==> src/rtl/flowctl_pause_rx.sv <==
module flowctl_pause_rx #(
  parameter int CNT_W = 5
) (
  input  logic        clk,
  input  logic        rst_n,
  input  logic [7:0]  rx_byte,
  input  logic        rx_vld,
  input  logic        rx_good,
  input  logic        rx_bad,
  input  logic [47:0] station_mac,
  input  logic        pause_en,
  output logic        pause_req,
  output logic [15:0] pause_quanta,
  output logic        bad_opcode
);
  localparam logic [CNT_W-1:0] IDX_MAX = {CNT_W{1'b1}};
  localparam logic [47:0]      MC_ADDR = 48'h01_00_00_C2_80_01;

  logic [CNT_W-1:0] idx;
  logic             da_st, da_mc, ty_ok, op_ok;
  logic [15:0]      qcap;

  wire verdict  = rx_good | rx_bad;
  wire good     = rx_good & ~rx_bad;
  wire in_da    = idx < CNT_W'(6);
  wire [7:0] st_b = station_mac[{idx[2:0], 3'b000} +: 8];
  wire [7:0] mc_b = MC_ADDR[{idx[2:0], 3'b000} +: 8];
  wire qual     = (da_st | da_mc) & ty_ok & op_ok & (idx > CNT_W'(17));
  wire fire     = good & pause_en & qual;

  always_ff @(posedge clk) begin
    if (!rst_n || verdict) begin
      idx   <= '0;
      da_st <= 1'b1;
      da_mc <= 1'b1;
      ty_ok <= 1'b1;
      op_ok <= 1'b1;
    end else if (rx_vld) begin
      if (idx != IDX_MAX) idx <= idx + 1'b1;
      if (in_da && rx_byte != st_b) da_st <= 1'b0;
      if (in_da && rx_byte != mc_b) da_mc <= 1'b0;
      if (idx == CNT_W'(12) && rx_byte != 8'h88) ty_ok <= 1'b0;
      if (idx == CNT_W'(13) && rx_byte != 8'h08) ty_ok <= 1'b0;
      if (idx == CNT_W'(14) && rx_byte != 8'h00) op_ok <= 1'b0;
      if (idx == CNT_W'(15) && rx_byte != 8'h01) op_ok <= 1'b0;
      if (idx == CNT_W'(16)) qcap[15:8] <= rx_byte;
      if (idx == CNT_W'(17)) qcap[7:0]  <= rx_byte;
    end
  end

  always_ff @(posedge clk) begin
    if (!rst_n) begin
      pause_req    <= 1'b0;
      bad_opcode   <= 1'b0;
      pause_quanta <= '0;
    end else begin
      pause_req  <= fire;
      bad_opcode <= good & ty_ok & ~op_ok & (idx > CNT_W'(15));
      if (fire) pause_quanta <= qcap;
    end
  end

  p_req_after_good_r2: assert property (@(posedge clk) disable iff (!rst_n)
    pause_req |-> $past(rx_good) && !$past(rx_bad));
  p_bad_silences_r8: assert property (@(posedge clk) disable iff (!rst_n)
    rx_bad |=> !pause_req && !bad_opcode);
  p_en_gates_r9: assert property (@(posedge clk) disable iff (!rst_n)
    pause_req |-> $past(pause_en));
  p_exclusive_r7: assert property (@(posedge clk) disable iff (!rst_n)
    !(pause_req && bad_opcode));
  p_single_pulse_r11: assert property (@(posedge clk) disable iff (!rst_n)
    pause_req |=> !pause_req);
  p_quanta_hold_r11: assert property (@(posedge clk) disable iff (!rst_n)
    !pause_req |-> $stable(pause_quanta));
endmodule

==> config.mk <==
export PLATFORM = sky130hd
export DESIGN_NAME = flowctl_pause_rx
export DESIGN_NICKNAME = d
export VERILOG_FILES = /design/src/rtl/flowctl_pause_rx.sv
export SDC_FILE = /design/constraint.sdc
export NUM_CORES = 1
export LEC_CHECK = 0
export ABC_AREA = 1
export ABC_CLOCK_PERIOD_IN_PS = 5000
export CAP_MARGIN = 20
export CORE_MARGIN = 1.5
export CORE_UTILIZATION = 25
export DETAILED_ROUTE_END_ITERATION = 12
export DONT_BUFFER_PORTS = 1
export PLACE_DENSITY = 0.47
export SETUP_SLACK_MARGIN = 0.02
export SLEW_MARGIN = 15
export SYNTH_ARGS = -nofsm -noshare
export SYNTH_HDL_FRONTEND = slang
export SYNTH_SLANG_ARGS = --single-unit
==> constraint.sdc <==
create_clock -name clk -period 5 [get_ports clk]
set_input_delay 1 -clock clk [delete_from_list [all_inputs] [get_ports clk]]
set_output_delay 1 -clock clk [all_outputs]
set_load 0.01 [all_outputs]
==> results.md <==
* Mapped cell area at 2454 um2
* Crit path launch type: flip-flop
* Top Layer Used: met4
* Post-layout net count at 414
* Reg clk slew, reported paths at 0.09 ns
* Worst-margin pin slew at 0.6349 ns
* Critical path depth in cells at 9
* R2r startpoint: idx[1]$_SDFFE_PP0P_
* Drt drc at 0
* Overflow after GRT at 0
* Share of layout cells above drive strength 1 at 6.628%
* Clock buffer count from CTS at 5
* Number of global-route vias before repair at 2014
* Largest net degree at the start of global routing at 30
* Slew Limit Fails at 0
* Syn. warnings at 0
* # rows at 35
* Max VDD drop at 97.97 uV
* Reg2Reg Depth at 9
* Hold_buf cts at 0
* WP buf/inv at 3
* DRT iter0 DRCs at 88
* Post-synth cell types at 29
* Min cycle time layout at 2.498 ns
* RR Endpoint: pause_quanta[14]$_SDFFE_PN0P_
* Layout area overhead at 7.700%
* Critical path origin: idx[1]$_SDFFE_PP0P_
* Sequential Power Share at 56.3%
* Internal Dissipation at 0.0004847 W
* Fill cell count at 1062
* Final core utilization at 28.20%
* Number of antenna violations at the first check in global routing at 0
* Clock power frac at 35.0%
* Routed WL per cell at 12.89 um
* Dpl hpwl at 4726 um
* Sequential cell area at 1021 um2
* Last element of the critical path: pause_quanta[14]$_SDFFE_PN0P_
* Final hold vios at 0
* Mapped Cells at 347
* Worst path max stage delay at 0.74 ns
* Clock skew at 0.008552 ns
* Worst-path fanout max at 18
* Starting Density at 26.18%
* Top_reg_cell synth: dfxtp_1
* Mapped Avg Cell Area at 7.071 um2
* IO Pins at 80
* Final Cycle Share at 49.96%
* Post-Route WL at 6138 um
* Tightest Hold Check Type: reg -> reg
* Drt first pass iters at 4
* Outcome: complete, no violations
* CTS tree: built
* CP cell instances: inv_4, ha_1, inv_1, o21ai_1, nand3_1, nand2_1, inv_1, nor2_1, nor2_1
* Max-capacitance violation count at 0
* Syn Nets at 415
* Via count at 2108
* Worst skew pair latency at 0.30 ns
* WL met3 at 384 um
* Number of port buffers at 0
* DR vias/cell at 4.429
* Core area at 9371 um2
* Routed length on met2 at 2756 um
* GPL Wtd Cong at 0.7943
* Post-synth EDFFs at 16
* P_sw at 0.0001636 W
* Leakage at 1.154 nW
* Part of the power in combinational logic at 8.7%
* Fmax at 0.4003 GHz
* Final setup viols at 0
* Asr flop ratio synth at 0%
* Post-CTS Setup Bufs at 0
* Crit. End Element: flip-flop
* Max H-tree Level at 2
* Cts repair resizes at 0
* Crit Path Class: reg -> reg
* Ant diodes at 0
* Final ANT Viol Nets at 0
* CTS Sinks at 43
* Wl on met1 at 2915 um
* Register area share after synthesis at 41.61%
* Crit-path slowest cell: dfxtp_1
* Multi-input gate area in the final layout at 1186 um2
* Switching Fraction at 25.24%
* Power density over cell area at 245.3 nW/um2
* Die X at 102.1 um
* Global-route wire length before repair at 9880 um
* Worst R2R Setup Slack at 2.50 ns
* Total track usage at 12.22%
* RSZ-0062 raised after global routing: no
* Die H at 102.1 um
* Die area at 10420 um2
* Yosys reg bits at 43
* Rel. slew slack at 57.44%
* Crit path max-delay family: flip-flops
* Critical Path AT at 2.73 ns
* Data required time of the worst path at 5.23 ns
* Max clock buf depth at 2
* Setup TNS at 0 ns
* Clock Tree Root: clkbuf_8
through the flow:
stage / power (W) / setup WS [ns] / instances / cell area (um2) / hold WS (ns)
floorplan: 0.0004218 / 2.260 / 347 / 2454 / 0.4133
global placement: 0.0004290 / 2.543 / 468 / 2550 / 0.4318
detailed placement: 0.0004296 / 2.460 / 468 / 2550 / 0.4289
CTS: 0.0006592 / 2.427 / 476 / 2643 / 0.4475
global route: 0.0006848 / 2.162 / 476 / 2643 / 0.4680
finish: 0.0006483 / 2.502 / 476 / 2643 / 0.4493
metal layers:
metal | up-vias | GRT usage, %
met5 | - | 0
met4 | 0 | 4.004
li1 | 1109 | -
met1 | 916 | 15.81
met3 | 10 | 3.215
met2 | 73 | 19.82
cell usage after synthesis (all sizes together) (3+ instances only):
cell type,count,area share (%)
nand4,4,1.0
o21a,6,1.8
o21ai,31,7.1
nand2,110,17
dfxtp,27,22
nand3,22,4.5
nor4,4,1.0
a21oi,7,1.4
edfxtp,16,20
nand3b,3,0.92
buf,9,3.3
ha,6,3.1
nor2,49,7.8
inv,41,6.5
cell usage in the layout, fill, tap and decap left out:
master	synthesis	routed
nand2_1	110	110
nor2_1	48	48
inv_1	38	38
dfxtp_1	27	27
o21ai_0	24	24
nand3_1	22	22
edfxtp_1	16	16
a21oi_1	7	7
o21a_1	6	6
ha_1	6	6
o21ai_2	5	5
clkbuf_8	0	5
nor4_1	4	4
nand4_1	4	4
nand3b_1	3	3
buf_4	4	3
inv_4	2	2
o21ai_1	2	2
or2_2	2	2
o211ai_1	2	2
a31oi_1	2	2
clkinvlp_4	0	2
nor3_2	1	1
inv_2	1	1
nor2_4	1	1
xor2_1	1	1
nor3_1	1	1
o22ai_1	1	1
inv_6	0	1
worst min-delay path by stage:
stage / startpoint / end / slack [ns] / cells after the start
global route: da_mc$_SDFFE_PP1P_ / da_mc$_SDFFE_PP1P_ / 0.47 / 2
floorplan: da_st$_SDFFE_PP1P_ / da_st$_SDFFE_PP1P_ / 0.41 / 2
finish: da_mc$_SDFFE_PP1P_ / da_mc$_SDFFE_PP1P_ / 0.45 / 2
global placement: da_mc$_SDFFE_PP1P_ / da_mc$_SDFFE_PP1P_ / 0.43 / 2
detailed placement: da_mc$_SDFFE_PP1P_ / da_mc$_SDFFE_PP1P_ / 0.43 / 2
CTS: da_mc$_SDFFE_PP1P_ / da_mc$_SDFFE_PP1P_ / 0.45 / 2
state kept, by name, indices dropped and copies added, names as in the netlist:
| signal | count |
|---|---|
| da_st | 1 |
| qcap | 16 |
| idx | 5 |
| pause_req | 1 |
| ty_ok | 1 |
| op_ok | 1 |
| da_mc | 1 |
| bad_opcode | 1 |
| pause_quanta | 16 |
worst min-delay path: cells and delay by family, from the launching register on:
family | cells | cell delay [ns]
flops | 1 | 0.32
simple gates | 2 | 0.10
power by group through the flow:
stage / combinational (W) / clock (W) / sequential (W)
floorplan: 0.0000494 / 0 / 0.000372
global placement: 0.0000559 / 0 / 0.000373
detailed placement: 0.0000565 / 0 / 0.000373
CTS: 0.0000568 / 0.000237 / 0.000365
global route: 0.0000666 / 0.000253 / 0.000365
finish: 0.0000563 / 0.000227 / 0.000365
final cells by class:
class                   count  area share, %
clock inverters             3         0.8996
well taps                 129          6.108
multi-input cells         252          44.89
repair buffers              3         0.8523
clock buffers               5          2.604
inverters                  41          6.013
flip-flops and latches     43          38.64
kinds of logic after synthesis:
family | share of synthesized area (%)
AO/OA/AOI/OAI | 11.73
flip-flops | 41.61
AND/OR/NAND/NOR | 33.20
XOR/XNOR | 0.3570
adder cells (fa/ha/maj) | 3.060
buffers and inverters | 10.05
Power figures use the tool's default switching activity.
